===== src/rtl/irq_chain_pkg.sv =====
package irq_chain_pkg;
  localparam int NSRC = 6;
  localparam int VW   = 8;
  localparam int CW   = 3;

  typedef logic [CW-1:0] code_t;

  // per-source routine code used when the vector carries the source
  function automatic code_t src_code(input int idx);
    case (idx)
      0:       return 3'b110;
      1:       return 3'b100;
      2:       return 3'b101;
      3:       return 3'b010;
      4:       return 3'b000;
      default: return 3'b001;
    endcase
  endfunction
endpackage


===== src/rtl/irq_pend_bank.sv =====
module irq_pend_bank #(
  parameter int N = 6
) (
  input  logic         clk,
  input  logic         rst_n,
  input  logic         upd,
  input  logic [N-1:0] req,
  input  logic [N-1:0] en,
  input  logic [N-1:0] ius,
  output logic [N-1:0] pend
);
  for (genvar i = 0; i < N; i++) begin : g_bit
    always_ff @(posedge clk) begin
      if (!rst_n)   pend[i] <= 1'b0;
      else if (upd) pend[i] <= req[i] & en[i] & ~ius[i];
    end
  end
endmodule


===== src/rtl/irq_prio_pick.sv =====
module irq_prio_pick #(
  parameter int N = 6
) (
  input  logic [N-1:0] flags,
  output logic [N-1:0] first,
  output logic         any
);
  always_comb begin
    first = '0;
    any   = 1'b0;
    for (int i = 0; i < N; i++) begin
      if (flags[i] && !any) begin
        first[i] = 1'b1;
        any      = 1'b1;
      end
    end
  end
endmodule


===== src/rtl/irq_reti_snoop.sv =====
module irq_reti_snoop #(
  parameter int         DW      = 8,
  parameter logic [7:0] OP_PFX  = 8'hED,
  parameter logic [7:0] OP_RET  = 8'h4D
) (
  input  logic          clk,
  input  logic          rst_n,
  input  logic          m1_n,
  input  logic          iorq_n,
  input  logic [DW-1:0] bus_din,
  input  logic          iei,
  output logic          ed_mode,
  output logic          reti_hit
);
  logic          m1_q, ack_seen_q, ed_q;
  logic [DW-1:0] opc_q;
  logic          m1_rise, dec;

  assign m1_rise = m1_n & ~m1_q;
  assign dec     = m1_rise & ~ack_seen_q;

  always_ff @(posedge clk) begin
    if (!rst_n) begin
      m1_q       <= 1'b1;
      ack_seen_q <= 1'b0;
      ed_q       <= 1'b0;
      opc_q      <= '0;
    end else begin
      m1_q <= m1_n;
      if (!m1_n && !iorq_n) ack_seen_q <= 1'b1;
      else if (m1_rise)     ack_seen_q <= 1'b0;
      if (!m1_n && iorq_n)  opc_q <= bus_din;
      if (dec)              ed_q <= (opc_q == DW'(OP_PFX));
    end
  end

  assign ed_mode  = ed_q;
  assign reti_hit = dec & ed_q & (opc_q == DW'(OP_RET)) & iei;
endmodule


===== src/rtl/irq_chain_ctl.sv =====
module irq_chain_ctl
  import irq_chain_pkg::*;
(
  input  logic            clk,
  input  logic            rst_n,
  input  logic [NSRC-1:0] src_req,
  input  logic            cfg_we,
  input  logic [1:0]      cfg_addr,
  input  logic [VW-1:0]   cfg_wdata,
  input  logic            m1_n,
  input  logic            iorq_n,
  input  logic [VW-1:0]   bus_din,
  input  logic            iei,
  output logic            ieo,
  output logic            int_n,
  output logic            vec_oe,
  output logic [VW-1:0]   vec_out
);
  logic [VW-1:0]   base_q, vec_q;
  logic [NSRC-1:0] en_q, ius_q, pend_q;
  logic            sav_q, iorq_q, hit_q;
  logic [NSRC-1:0] win, ius_top;
  logic            win_any, ius_any;
  logic            ed_mode, reti_hit, ack_edge, ack_ok;
  code_t           win_code;

  always_ff @(posedge clk) begin
    if (!rst_n) begin
      base_q <= '0;
      en_q   <= '0;
      sav_q  <= 1'b0;
    end else if (cfg_we) begin
      case (cfg_addr)
        2'd0:    base_q <= cfg_wdata;
        2'd1:    en_q   <= cfg_wdata[NSRC-1:0];
        2'd2:    sav_q  <= cfg_wdata[0];
        default: ;
      endcase
    end
  end

  irq_pend_bank #(.N(NSRC)) u_pend (
    .clk(clk), .rst_n(rst_n), .upd(m1_n), .req(src_req),
    .en(en_q), .ius(ius_q), .pend(pend_q)
  );

  irq_prio_pick #(.N(NSRC)) u_win (
    .flags(pend_q | ius_q), .first(win), .any(win_any)
  );

  irq_prio_pick #(.N(NSRC)) u_top (
    .flags(ius_q), .first(ius_top), .any(ius_any)
  );

  irq_reti_snoop #(.DW(VW)) u_snoop (
    .clk(clk), .rst_n(rst_n), .m1_n(m1_n), .iorq_n(iorq_n),
    .bus_din(bus_din), .iei(iei), .ed_mode(ed_mode), .reti_hit(reti_hit)
  );

  always_comb begin
    win_code = '0;
    for (int i = 0; i < NSRC; i++)
      if (win[i]) win_code = src_code(i);
  end

  assign ack_edge = ~m1_n & ~iorq_n & iorq_q;
  assign ack_ok   = iei & win_any & |(win & pend_q);

  always_ff @(posedge clk) begin
    if (!rst_n) begin
      ius_q  <= '0;
      iorq_q <= 1'b1;
      hit_q  <= 1'b0;
      vec_q  <= '0;
    end else begin
      iorq_q <= iorq_n;
      if (ack_edge && ack_ok) begin
        ius_q <= ius_q | win;
        hit_q <= 1'b1;
        vec_q <= sav_q ? {base_q[VW-1:4], win_code, base_q[0]} : base_q;
      end else begin
        if (m1_n) hit_q <= 1'b0;
        if (reti_hit && ius_any) ius_q <= ius_q & ~ius_top;
      end
    end
  end

  assign int_n   = ~(iei & |(win & pend_q));
  assign ieo     = ed_mode ? (iei & ~|ius_q) : (iei & ~|ius_q & ~|pend_q);
  assign vec_oe  = hit_q & ~m1_n & ~iorq_n;
  assign vec_out = vec_oe ? vec_q : '0;
endmodule


===== config.mk =====
export PLATFORM = sky130hd
export DESIGN_NAME = irq_chain_ctl
export DESIGN_NICKNAME = d
export VERILOG_FILES = /design/src/rtl/irq_chain_pkg.sv /design/src/rtl/irq_pend_bank.sv /design/src/rtl/irq_prio_pick.sv /design/src/rtl/irq_reti_snoop.sv /design/src/rtl/irq_chain_ctl.sv
export SDC_FILE = /design/constraint.sdc
export NUM_CORES = 1
export LEC_CHECK = 0
export BUFFER_PORTS_ARGS = -buffer_cell sky130_fd_sc_hd__buf_2
export CORE_MARGIN = 4
export CORE_UTILIZATION = 50
export DETAILED_ROUTE_END_ITERATION = 7
export GPL_TIMING_DRIVEN = 0
export PLACE_DENSITY = 0.75
export SYNTH_ARGS = -nofsm -noshare
export SYNTH_HDL_FRONTEND = slang
export SYNTH_HIERARCHICAL = 1
export SYNTH_SLANG_ARGS = --single-unit
export TNS_END_PERCENT = 10

===== constraint.sdc =====
create_clock -name clk -period 5.7 [get_ports clk]
set_input_delay 0.285 -clock clk [delete_from_list [all_inputs] [get_ports clk]]
set_output_delay 0.285 -clock clk [all_outputs]
set_load 0.005 [all_outputs]

==> run summary, run 1 <==
- **vias per cell** 5.51
- **crit-path max cell delay** 0.59 ns
- **cell at the root of the clock tree** sky130_fd_sc_hd__clkbuf_8
- **CP Capture Type** flop
- **power share of the sequential group** 0.547
- **static leakage** 1.06 nW
- **cell type with the largest total area after synthesis** sky130_fd_sc_hd__dfxtp_1
- **crit path launch** ius_q[0]$_SDFFE_PN0P_
- **post-synth top area share** 0.429
- **die outline height** 74.9 microns
- **maximum fanout encountered on the critical timing path** 9
- **commonest cells in the netlist** 48 x sky130_fd_sc_hd__dfxtp_1, 25 x sky130_fd_sc_hd__nor2_1, 23 x sky130_fd_sc_hd__mux2i_1
- **total die area** 5610 sq um
- **Async SR Flop Fraction** 0
- **Tightest Pin Transition** 0.846 ns
- **boundary pin count** 41
- **worst skew pair latency** 0.30 ns
- **capturing point of the worst reg2reg path** ius_q[3]$_SDFFE_PN0P_
- **number of antenna violations at the first check in global routing** 0
- **fmax** 330 MHz
- **Synth Flop Type** sky130_fd_sc_hd__dfxtp_1
- **worst-case hold path end point** base_q[7]$_SDFFE_PN0P_
- **Mapped Area** 2240 sq um
- **startpoint of the worst hold path** cfg_wdata[7]
- **number of enable-type register cells in the synthesized netlist** 0
- **Synth Warn #** 6
- **FP Rows** 24
- **Syn Nets** 266
- **register cell area after layout** 961 sq um
- **Mean Syn Cell Area** 9.48 sq um
- **arrival time of data at the critical path endpoint** 3.27 ns
- **total number of H-tree levels** 2
- **initial core utilization** 0.514
- **detailed-route wire length per cell** 14.0 microns
- **simple-gate share of the synthesized area** 0.294
- **routability congestion estimate** 0.845
- **RSZ-0062 raised after global routing** no
- **TritonCTS clock tree** done
- **clock tree skew after final layout** 0.00602 ns
- **critical path cell sequence** or2_2, or4_4, nor3b_1, a22o_2, o311ai_4, nor2_1, a32o_1
- **sequential element share of the synthesized area** 0.429
- **number of fill cells in the layout** 371
- **area of the placeable core** 4350 sq um
- **mux contribution to synthesized area** 0.103
- **Post-Route WL** 4.71 mm
- **number of input and output port buffers inserted** 40
- **Critical Path Slowest Stage Cell** sky130_fd_sc_hd__nor3b_1
- **number of failing setup endpoints in the final timing report** 0
- **dpl hpwl** 3.56 mm
- **adder and majority gate portion of the synthesized area** 0
- **aggregate negative setup slack** 0 ns
- **power per cell area** 243 nW/um^2
- **number of instances in the synthesized netlist** 236
- **count of TritonRoute iterations in the first routing pass** 5
- **area fraction in compound gates after synthesis** 0.140
- **post-synthesis xor/xnor area fraction** 0
- **number of buffers added for setup after CTS** 0
- **synth top area cells** sky130_fd_sc_hd__dfxtp_1 43%, sky130_fd_sc_hd__mux2i_1 10%, sky130_fd_sc_hd__nor2_1 4.2%
- **layout cell share with drive strength beyond 1** 0.239
- **post-route clock period utilization** 0.532
- **WS Path Type** flop to flop
- **via count of the first global-routing pass** 1,643
- **Worst Reg-to-Reg Cells** 7
- **clock transition time at the flip-flop clock pins of the worst setup and hold paths** 0.09 ns
- **largest family of logic cells by synthesized area** simple AND/OR/NAND/NOR gates
- **Post-layout nets** 313
- **core occupancy in the finished layout** 0.600
- **drc violations** 0
- **Switch Pwr** 0.138 mW
- **Pins Over Slew Limit** 0
- **pin count of the biggest net entering global routing** 15
- **overall fraction of global-route tracks in use** 0.178
- **Bufs on Longest Clock Path** 2
- **Switching Fraction** 0.217
- **total inserted antenna cells** 0
- **run status** complete, no violations
- **Num Clock Sinks** 48
- **count of vias placed by the detailed router** 1,850
- **data required time at the worst endpoint** 5.94 ns
- **total internal power** 0.497 mW
- **PostCTS Resize Cnt** 0
- **clock buffer count from CTS** 5
- **normalized max-slew margin** 0.428
- **antenna-violating nets left** 0
- **area growth from synthesis to layout** 16.7%
- **worst hold path type** primary input to flop
- **cell with the most instances after synthesis** sky130_fd_sc_hd__dfxtp_1
- **final hold vios** 0
- **reg-to-reg slack, setup** 2.67 ns
- **number of distinct standard cells referenced by the synthesized netlist** 43
- **worst hold path stage count** 3
- **combinational share of power** 0.076
- **kind of launch point of the worst setup path** flop
- **area of the multi-input gates** 1200 sq um
- **number of storage elements in the synthesis netlist** 48
- **violation count after the first detailed-routing iteration** 127
- **power share of the clock group** 0.377
- **minimum hold slack** 0.217 ns
- **Horiz. Die Dim** 74.9 microns
- **first-pass GRT wire length** 7.71 mm
- **MaxCap Viol Count** 0
- **Final Critical Period** 3.03 ns
- **maximum vdd drop** 157 uV
- **GR Overflow Total** 0
- **r2r startpoint** ius_q[0]$_SDFFE_PN0P_
- **CTS Hold Buffers Added** 0
registers in the layout, summed over array words and instances (netlist names):
name / count
base_q: 8
u_snoop/opc_q: 8
vec_q: 8
en_q: 6
ius_q: 6
u_pend/pend: 6
hit_q: 1
iorq_q: 1
sav_q: 1
u_snoop/ack_seen_q: 1
u_snoop/ed_mode: 1
u_snoop/m1_q: 1
how the worst max path moves through the flow:
stage,to,slack [ns],depth (start not counted)
2_1_floorplan,ius_q[2]$_SDFFE_PN0P_,3.21,7
4_1_cts,int_n,2.71,6
3_5_place_dp,ius_q[4]$_SDFFE_PN0P_,2.77,7
6_report,ius_q[3]$_SDFFE_PN0P_,2.67,7
5_1_grt,ius_q[2]$_SDFFE_PN0P_,2.58,7
3_3_place_gp,ius_q[3]$_SDFFE_PN0P_,2.78,7
power by group through the flow:
stage,Sequential [mW],Clock [mW],Combinational [mW]
4_1_cts,0.348,0.244,0.0487
5_1_grt,0.349,0.261,0.0535
3_5_place_dp,0.356,0,0.0485
2_1_floorplan,0.354,0,0.0287
6_report,0.348,0.239,0.0482
3_3_place_gp,0.355,0,0.0472
per-stage QoR:
stage / cell area [sq um] / total power [mW] / std cells / setup slack [ns]
after global placement: 2500 / 0.403 / 328 / 2.78
after floorplan: 2240 / 0.383 / 236 / 3.21
after global routing: 2610 / 0.663 / 336 / 2.58
final: 2610 / 0.635 / 336 / 2.67
after detailed placement: 2500 / 0.404 / 328 / 2.77
after CTS: 2610 / 0.640 / 336 / 2.71
per-layer routing:
| layer | track usage | wire [microns] |
|---|---|---|
| met1 | 0.241 | 2210 |
| met2 | 0.286 | 2220 |
| met3 | 0.0401 | 245 |
| met4 | 0.0474 | 41 |
| met5 | 0 | 0 |
critical path: cells and delay by family, from the launching register on:
family	cells	cell delay (ns)
AOI/OAI and AO/OA	3	0.67
and+or+nand+nor	4	1.89
DFF	1	0.41
cell families (layout without fill, tap and decap cells):
family,count (synthesis),after routing
buffers and inverters,14,62
flip-flops,48,48
AND/OR/NAND/NOR,109,109
multiplexers,23,23
AO/OA/AOI/OAI,42,42
final cells by class:
cell class,count,area share
multi-input cells,174,0.460
flip-flops and latches,48,0.368
repair buffers,40,0.0767
clock buffers,6,0.0278
well taps,52,0.0249
plain buffers,10,0.0235
clock inverters,2,0.0134
inverters,4,0.00575
cell usage in the layout (no fill, tap or decap), types with 2 or more instances in the layout:
cell	Yosys	layout
sky130_fd_sc_hd__dfxtp_1	48	48
sky130_fd_sc_hd__buf_2	1	41
sky130_fd_sc_hd__nor2_1	25	25
sky130_fd_sc_hd__mux2i_1	23	23
sky130_fd_sc_hd__o21ai_0	14	14
sky130_fd_sc_hd__nor2b_1	12	12
sky130_fd_sc_hd__nand2b_1	10	10
sky130_fd_sc_hd__and2_1	8	8
sky130_fd_sc_hd__nand2_1	8	8
sky130_fd_sc_hd__nand3_1	8	8
sky130_fd_sc_hd__nand4b_1	7	7
sky130_fd_sc_hd__or2_2	6	6
sky130_fd_sc_hd__a32o_1	6	6
sky130_fd_sc_hd__nor3b_1	6	6
sky130_fd_sc_hd__a21boi_1	6	6
sky130_fd_sc_hd__a21oi_1	5	5
sky130_fd_sc_hd__clkbuf_8	0	5
sky130_fd_sc_hd__clkbuf_1	3	4
sky130_fd_sc_hd__buf_4	4	4
sky130_fd_sc_hd__o31ai_1	3	3
sky130_fd_sc_hd__nor4b_1	3	3
sky130_fd_sc_hd__inv_1	3	3
sky130_fd_sc_hd__a22o_2	2	2
sky130_fd_sc_hd__nor4_1	2	2
sky130_fd_sc_hd__nor3_1	2	2
sky130_fd_sc_hd__or4_4	2	2
sky130_fd_sc_hd__or3_1	2	2
Note: power is estimated with default switching activity, not from simulation.
==> inputs of run 2 (changes only) <==
--- a/config.mk
+++ b/config.mk
@@ -5,12 +5,13 @@
 export SDC_FILE = /design/constraint.sdc
 export NUM_CORES = 1
 export LEC_CHECK = 0
+export ABC_AREA = 1
 export BUFFER_PORTS_ARGS = -buffer_cell sky130_fd_sc_hd__buf_2
 export CORE_MARGIN = 4
 export CORE_UTILIZATION = 50
 export DETAILED_ROUTE_END_ITERATION = 7
 export GPL_TIMING_DRIVEN = 0
-export PLACE_DENSITY = 0.75
+export PLACE_DENSITY = 0.77
 export SYNTH_ARGS = -nofsm -noshare
 export SYNTH_HDL_FRONTEND = slang
 export SYNTH_HIERARCHICAL = 1
==> constraint.sdc (replaced) <==
create_clock -name clk -period 2.78 [get_ports clk]
set_input_delay 0.139 -clock clk [delete_from_list [all_inputs] [get_ports clk]]
set_output_delay 0.139 -clock clk [all_outputs]
set_load 0.005 [all_outputs]
==> run 2 against run 1 <==
  * Utilization rose by 0.055 points
  * Combinational power rose to 3.2 times the previous value
  * Clock power rose by 79%
  * Count of clock-buffer cells in the layout rose by 1
  * Wire length rose by 14%
  * Register-to-register slack got worse by 2.1 ns
  * Final cell count rose by 45%
  * Critical path type is now flop to output pin
==> run summary, run 2 <==
- **most common library cell in the layout ignoring fill and taps** sky130_fd_sc_hd__nor2_1
- **overall fraction of global-route tracks in use** 0.187, +0.00910
- **kind of launch point of the worst setup path** flop
- **drc violations** 0, unchanged
- **post-route clock period utilization** 0.844
- **number of fill cells in the layout** 472, +27%
- **PostCTS Resize Cnt** 0, unchanged
- **power share of the sequential group** 0.556, +0.009
- **count of vias placed by the detailed router** 2,299, +24%
- **Post-Place Cell Area** 2760 sq um, +10%
- **die outline height** 78.4 microns, +4.6%
- **RSZ-0062 raised after global routing** no
- **critical path cell sequence** or2_2, nor2_2, nand2_1, nor2_1, nand2_1, nand2_1, nor2_1, nand2_2, nand2_1, buf_2
- **post-synth top area share** 0.388, -0.0412
- **antenna-violating nets left** 0, unchanged
- **Synth Flop Type** sky130_fd_sc_hd__dfxtp_1
- **number of input and output port buffers inserted** 40, unchanged
- **dpl hpwl** 4.20 mm, +18%
- **total die area** 6140 sq um, +9.5%
- **Critical Path Slowest Stage Cell** sky130_fd_sc_hd__dfxtp_1
- **pin count of the biggest net entering global routing** 15, unchanged
- **aggregate negative setup slack** 0 ns, unchanged
- **Synth Warn #** 6, unchanged
- **maximum fanout encountered on the critical timing path** 9, unchanged
- **arrival time of data at the critical path endpoint** 2.21 ns, -1.06 ns
- **violation count after the first detailed-routing iteration** 114, -10%
- **maximum vdd drop** 321 uV, +100%
- **Power, Total** 1.32 mW, +110%
- **Worst Reg-to-Reg Cells** 13, +6
- **number of buffer and inverter stages on the critical path** 1, +1
- **normalized max-slew margin** 0.610, +0.182
- **combinational share of power** 0.119, +0.043
- **number of failing setup endpoints in the final timing report** 0, unchanged
- **Switching Fraction** 0.256, +0.0391
- **area of the placeable core** 4750 sq um, +9.2%
- **capturing point of the worst reg2reg path** ius_q[1]$_SDFFE_PN0P_
- **Tightest Pin Transition** 0.580 ns, -0.266 ns
- **synth top area cells** sky130_fd_sc_hd__dfxtp_1 39%, sky130_fd_sc_hd__nor2_1 13%, sky130_fd_sc_hd__nand2_1 8.9%
- **Num Clock Sinks** 48, unchanged
- **cell at the root of the clock tree** sky130_fd_sc_hd__clkbuf_8
- **Final Critical Period** 2.35 ns
- **GR Overflow Total** 0, unchanged
- **number of antenna violations at the first check in global routing** 0, unchanged
- **number of enable-type register cells in the synthesized netlist** 0, unchanged
- **data required time at the worst endpoint** 2.64 ns, -3.30 ns
- **TritonCTS clock tree** done
- **reg-to-reg slack, setup** 0.52 ns, -2.15 ns
- **vias per cell** 4.73, -14%
- **final cell area excluding filler cells** 2850 sq um, +9.3%
- **crit-path max cell delay** 0.41 ns, -0.18 ns
- **worst hold path stage count** 3, unchanged
- **total number of H-tree levels** 2, unchanged
- **worst-case hold path end point** base_q[7]$_SDFFE_PN0P_
- **area growth from synthesis to layout** 15.3%
- **fmax** 426 MHz
- **number of instances in the synthesized netlist** 371, +57%
- **number of storage elements in the synthesis netlist** 48, unchanged
- **boundary pin count** 41, unchanged
- **run status** complete, no violations
- **clock transition time at the flip-flop clock pins of the worst setup and hold paths** 0.09 ns, about the same
- **Async SR Flop Fraction** 0, unchanged
- **clock buffer count from CTS** 5, unchanged
- **clock tree skew after final layout** 0.00296 ns, -0.00306 ns
- **power per cell area** 461 nW/um^2, +90%
- **Post-layout nets** 448, +43%
- **startpoint of the worst hold path** cfg_wdata[7]
- **final hold vios** 0, unchanged
- **Mean Syn Cell Area** 6.67 sq um, -30%
- **sequential element share of the synthesized area** 0.388, -0.0412
- **Pins Over Slew Limit** 0, unchanged
- **Switch Pwr** 0.337 mW, +140%
- **routability congestion estimate** 0.873, +3.3%
- **largest registers** base_q x8, u_snoop/opc_q x8, vec_q x8
- **number of distinct standard cells referenced by the synthesized netlist** 29, -33%
- **MaxCap Viol Count** 0, unchanged
- **Syn Nets** 401, +51%
- **commonest non-fill, non-tap cells in the layout** 84 x sky130_fd_sc_hd__nor2_1, 59 x sky130_fd_sc_hd__nand2_1, 58 x sky130_fd_sc_hd__inv_1
- **Post-Route WL** 5.40 mm, +14%
- **total inserted antenna cells** 0, unchanged
- **cell type with the largest total area after synthesis** sky130_fd_sc_hd__dfxtp_1
- **Horiz. Die Dim** 78.4 microns, +4.6%
- **first-pass GRT wire length** 9.38 mm, +22%
- **number of buffers added for setup after CTS** 0, unchanged
- **worst skew pair latency** 0.29 ns, about the same
- **commonest cells in the netlist** 84 x sky130_fd_sc_hd__nor2_1, 59 x sky130_fd_sc_hd__nand2_1, 58 x sky130_fd_sc_hd__inv_1
- **CTS Hold Buffers Added** 0, unchanged
- **kind of cell adding the most delay to the critical path** simple AND/OR/NAND/NOR gates
- **layout cell share with drive strength beyond 1** 0.212, -0.0270
- **initial core utilization** 0.521, +0.00671
- **WS Path Type** flop to output pin
- **CP Capture Type** output pin
- **static leakage** 1.35 nW, +27%
- **r2r startpoint** ius_q[0]$_SDFFE_PN0P_
- **detailed-route wire length per cell** 11.1 microns, -21%
- **Mapped Area** 2480 sq um, +11%
- **worst hold path type** primary input to flop
- **cell with the most instances after synthesis** sky130_fd_sc_hd__nor2_1
- **power share of the clock group** 0.326, -0.051
- **total internal power** 0.978 mW, +97%
- **FP Rows** 25, +4.2%
- **via count of the first global-routing pass** 2,184, +33%
- **most frequent cell on the critical path** sky130_fd_sc_hd__nand2_1
- **Bufs on Longest Clock Path** 2, unchanged
- **count of TritonRoute iterations in the first routing pass** 4, -1
run 2: cell count changes after synthesis, sizes merged, moves of 11 or more:
cell / previous run / this run
nand2: 8 / 62
o21ai: 14 / 32
mux2i: 23 / 0
nand4: 0 / 11
nor2: 25 / 93
nor2b: 12 / 0
inv: 3 / 60
run 2: power by group through the flow:
| stage | clock network [mW] | registers (mW) | logic [mW] |
|---|---|---|---|
| global route | 0.469 | 0.735 | 0.177 |
| CTS | 0.444 | 0.731 | 0.157 |
| floorplan | 0 | 0.742 | 0.105 |
| detailed placement | 0 | 0.747 | 0.156 |
| finish | 0.428 | 0.731 | 0.156 |
| global placement | 0 | 0.746 | 0.153 |
run 2: metrics by stage:
step | setup slack (ns) | utilization | hold slack (ns) | cells
2_1_floorplan | 0.914 | - | 0.246 | 371
3_3_place_gp | 0.597 | 0.581 | 0.361 | 478
3_5_place_dp | 0.561 | 0.581 | 0.367 | 478
4_1_cts | 0.435 | 0.600 | 0.0504 | 486
5_1_grt | 0.238 | 0.600 | 0.0571 | 486
6_report | 0.434 | 0.600 | 0.0573 | 486
run 2: cells by family after synthesis:
kind of cell / Yosys count / synth area share
buffers and inverters: 70 / 0.124
flip-flops: 48 / 0.388
AND/OR/NAND/NOR: 205 / 0.389
AO/OA/AOI/OAI: 48 / 0.0990
run 2: worst max path at each step:
stage,to,cells after the start,startpoint
2_1_floorplan,vec_q[3]$_SDFFE_PN0P_,10,ius_q[0]$_SDFFE_PN0P_
3_3_place_gp,vec_q[3]$_SDFFE_PN0P_,10,ius_q[0]$_SDFFE_PN0P_
3_5_place_dp,ius_q[1]$_SDFFE_PN0P_,11,ius_q[1]$_SDFFE_PN0P_
4_1_cts,int_n,8,ius_q[0]$_SDFFE_PN0P_
5_1_grt,int_n,8,ius_q[0]$_SDFFE_PN0P_
6_report,int_n,10,ius_q[0]$_SDFFE_PN0P_
run 2: layout make-up:
cell class	instances	area, sq um	area share
multi-input cells	253	1210	0.423
flip-flops and latches	48	961	0.337
inverters	61	231	0.0811
repair buffers	40	200	0.0701
clock buffers	7	86.3	0.0302
well taps	67	83.8	0.0294
plain buffers	9	76.3	0.0267
clock inverters	1	7.51	0.00263
run 2: worst min-delay path, cell delays in order:
cell and delay (ns):
sky130_fd_sc_hd__buf_2 0.07, sky130_fd_sc_hd__nor2_1 0.03, sky130_fd_sc_hd__nor2_1 0.08
run 2: layer usage:
metal  routed length, microns  track usage  part of all wire  vias up
li1                         -            -                 -     1244
met1                     2600        0.236              0.48     1011
met2                     2540        0.320              0.47       40
met3                      202       0.0344             0.037        4
met4                       49       0.0629            0.0091        0
met5                        0            0                 0        -
==> inputs of run 3 (changes only) <==
==> constraint.sdc (replaced) <==
create_clock -name clk -period 1.92 [get_ports clk]
set_input_delay 0.096 -clock clk [delete_from_list [all_inputs] [get_ports clk]]
set_output_delay 0.096 -clock clk [all_outputs]
set_load 0.005 [all_outputs]
==> run 3 against run 2 <==
  * Non-clock buffer count rose by 6
  * Power rose by 47%
  * Clock power rose by 45%
  * Register-to-register slack got worse by 0.47 ns
  * Utilization rose by 2.2 points
  * First-iteration DRC count rose by 4.4%
  * Final cell count rose by 1.2%
  * Hold slack got worse by 0.046 ns
  * Sequential power rose by 45%
  * Via count rose by 1.7%
  * Global-route usage rose by 0.80 points
  * Sequential share of layout area fell by 0.83 points
  * Largest cell class unchanged
  * Highest routed layer unchanged
==> run summary, run 3 (same netlist as run 2, synthesis figures left out) <==
- **run status** complete, no violations
- **register cell area after layout** 972 sq um, +1.2%
- **final critical-path setup slack** 0.00548 ns, -0.428 ns
- **initial core utilization** 0.521, unchanged
- **power per cell area** 652 nW/um^2, +41%
- **area of the placeable core** 4750 sq um, unchanged
- **kind of cell adding the most delay to the critical path** simple AND/OR/NAND/NOR gates
- **largest registers** base_q x8, u_snoop/opc_q x8, vec_q x8
- **detailed-route wire length per cell** 11.6 microns, +4.5%
- **reg-to-reg slack, setup** 0.05 ns, -0.47 ns
- **Worst Reg-to-Reg Cells** 13, unchanged
- **normalized max-slew margin** 0.751, +0.141
- **antenna-violating nets left** 0, unchanged
- **static leakage** 1.39 nW, +3.0%
- **most common library cell in the layout ignoring fill and taps** sky130_fd_sc_hd__nor2_1
- **via count of the first global-routing pass** 2,230, +2.1%
- **crit-path max cell delay** 0.36 ns, -0.05 ns
- **Post-Place Cell Area** 2760 sq um, unchanged
- **CP Capture Type** output pin
- **total die area** 6140 sq um, unchanged
- **Tightest Pin Transition** 0.372 ns, -0.208 ns
- **layout cell share with drive strength beyond 1** 0.249, +0.0370
- **CTS Hold Buffers Added** 0, unchanged
- **most frequent cell on the critical path** sky130_fd_sc_hd__nand2_1
- **die outline height** 78.4 microns, unchanged
- **Horiz. Die Dim** 78.4 microns, unchanged
- **crit path launch** ius_q[2]$_SDFFE_PN0P_
- **number of failing setup endpoints in the final timing report** 0, unchanged
- **post-route clock period utilization** 0.997
- **clock buffer count from CTS** 5, unchanged
- **MaxCap Viol Count** 0, unchanged
- **arrival time of data at the critical path endpoint** 1.82 ns, -0.39 ns
- **data required time at the worst endpoint** 1.82 ns, -0.82 ns
- **FP Rows** 25, unchanged
- **pin count of the biggest net entering global routing** 15, unchanged
- **cell at the root of the clock tree** sky130_fd_sc_hd__clkbuf_8
- **combinational share of power** 0.130, +0.011
- **maximum fanout encountered on the critical timing path** 4, -5
- **worst skew pair latency** 0.30 ns, about the same
- **Bufs on Longest Clock Path** 2, unchanged
- **violation count after the first detailed-routing iteration** 119, +4.4%
- **power share of the sequential group** 0.548, -0.008
- **commonest non-fill, non-tap cells in the layout** 81 x sky130_fd_sc_hd__nor2_1, 59 x sky130_fd_sc_hd__nand2_1, 56 x sky130_fd_sc_hd__inv_1
- **RSZ-0062 raised after global routing** yes
- **clock tree skew after final layout** 0.00252 ns, -0.000444 ns
- **number of input and output port buffers inserted** 40, unchanged
- **number of fill cells in the layout** 453, -4.0%
- **Switching Fraction** 0.261, +0.00525
- **final hold vios** 0, unchanged
- **fmax** 522 MHz
- **GR Overflow Total** 0, unchanged
- **critical path cell sequence** or2_2, inv_4, nand4_1, nor2_4, nand2_1, nand2_1, nor2_1, nand2_2, nand2_1, buf_2
- **number of antenna violations at the first check in global routing** 0, unchanged
- **Num Clock Sinks** 48, unchanged
- **total inserted antenna cells** 0, unchanged
- **capturing point of the worst reg2reg path** ius_q[1]$_SDFFE_PN0P_
- **Post-Route WL** 5.71 mm, +5.8%
- **boundary pin count** 41, unchanged
- **Power, Total** 1.93 mW, +47%
- **final cell area excluding filler cells** 2960 sq um, +3.7%
- **r2r startpoint** ius_q[2]$_SDFFE_PN0P_
- **cell depth of the worst setup path** 10, unchanged
- **maximum vdd drop** 467 uV, +45%
- **Post-layout nets** 454, +1.3%
- **number of buffer and inverter stages on the critical path** 2, +1
- **area of the multi-input gates** 1250 sq um, +3.6%
- **worst setup path end** int_n
- **routability congestion estimate** 0.873, unchanged
- **TritonCTS clock tree** done
- **clock transition time at the flip-flop clock pins of the worst setup and hold paths** 0.09 ns, about the same
- **Critical Path Slowest Stage Cell** sky130_fd_sc_hd__dfxtp_2
- **drc violations** 0, unchanged
- **first-pass GRT wire length** 9.72 mm, +3.6%
- **area growth from synthesis to layout** 19.6%
- **WS Path Type** flop to output pin
- **Final Critical Period** 1.91 ns
- **dpl hpwl** 4.20 mm, unchanged
- **count of TritonRoute iterations in the first routing pass** 5, +1
- **aggregate negative setup slack** 0 ns, unchanged
- **worst hold path type** primary input to flop
- **total internal power** 1.42 mW, +46%
- **Place WS** -0.299 ns, -0.860 ns
- **power share of the clock group** 0.323, -0.003
- **count of vias placed by the detailed router** 2,339, +1.7%
- **Switch Pwr** 0.504 mW, +50%
- **Pins Over Slew Limit** 0, unchanged
- **overall fraction of global-route tracks in use** 0.195, +0.00795
- **total number of H-tree levels** 2, unchanged
- **vias per cell** 4.75, +0.50%
- **kind of launch point of the worst setup path** flop
-- run 3: cell count changes in the layout (fill, tap and decap cells not counted), moves of 3 or more --
cell	delta
sky130_fd_sc_hd__dfxtp_1	-5
sky130_fd_sc_hd__buf_4	+6
sky130_fd_sc_hd__nor2_1	-3
sky130_fd_sc_hd__dfxtp_2	+3
sky130_fd_sc_hd__nor2_4	+4
-- run 3: metrics by stage --
step	hold slack, ns	std cells	utilization
2_1_floorplan	0.203	371	-
3_3_place_gp	0.318	478	0.581
3_5_place_dp	0.324	478	0.581
4_1_cts	0.00738	491	0.620
5_1_grt	0.0142	492	0.623
6_report	0.0117	492	0.623
-- run 3: how the worst min path moves through the flow --
| stage | startpoint | to | slack (ns) | depth (start not counted) |
|---|---|---|---|---|
| finish | cfg_wdata[7] | base_q[7]$_SDFFE_PN0P_ | 0.01 | 3 |
| floorplan | iorq_n | iorq_q$_SDFF_PN1_ | 0.20 | 1 |
| global route | bus_din[6] | u_snoop/opc_q[6]$_SDFFE_PN0P_ | 0.01 | 3 |
| detailed placement | cfg_wdata[7] | base_q[7]$_SDFFE_PN0P_ | 0.32 | 3 |
| CTS | cfg_wdata[7] | base_q[7]$_SDFFE_PN0P_ | 0.007 | 3 |
| global placement | cfg_wdata[6] | base_q[6]$_SDFFE_PN0P_ | 0.32 | 3 |
-- run 3: timing repair --
action,4_1_cts,5_1_grt
setup endpoints to repair,16,16
setup buffers,5,1
hold endpoints to repair,0,0
resized for setup,20,2
pin swaps,6,4
-- run 3: cell type report --
| cell class | instances | area share |
|---|---|---|
| buffer | 9 | 0.0270 |
| multi-input combinational | 253 | 0.423 |
| clock inverter | 1 | 0.00254 |
| tap | 67 | 0.0283 |
| inverter | 61 | 0.0790 |
| timing repair buffer | 46 | 0.0828 |
| clock buffer | 7 | 0.0292 |
| sequential | 48 | 0.328 |
-- run 3: power groups by stage --
stage / Sequential, mW / Clock (mW) / Combinational (mW)
floorplan: 1.08 / 0 / 0.152
global placement: 1.08 / 0 / 0.221
detailed placement: 1.08 / 0 / 0.226
CTS: 1.06 / 0.643 / 0.247
global route: 1.06 / 0.678 / 0.280
finish: 1.06 / 0.622 / 0.250
-- run 3: layer usage --
metal | up-vias | wire length (microns) | global-route usage
li1 | 1263 | - | -
met1 | 1023 | 2680 | 0.240
met2 | 45 | 2680 | 0.337
met3 | 8 | 266 | 0.0390
met4 | 0 | 82 | 0.0682
met5 | - | 0 | 0
-- run 3: worst min-delay path: stages --
cell and delay (ns):
sky130_fd_sc_hd__buf_2 0.07, sky130_fd_sc_hd__nor2_1 0.03, sky130_fd_sc_hd__nor2_1 0.08
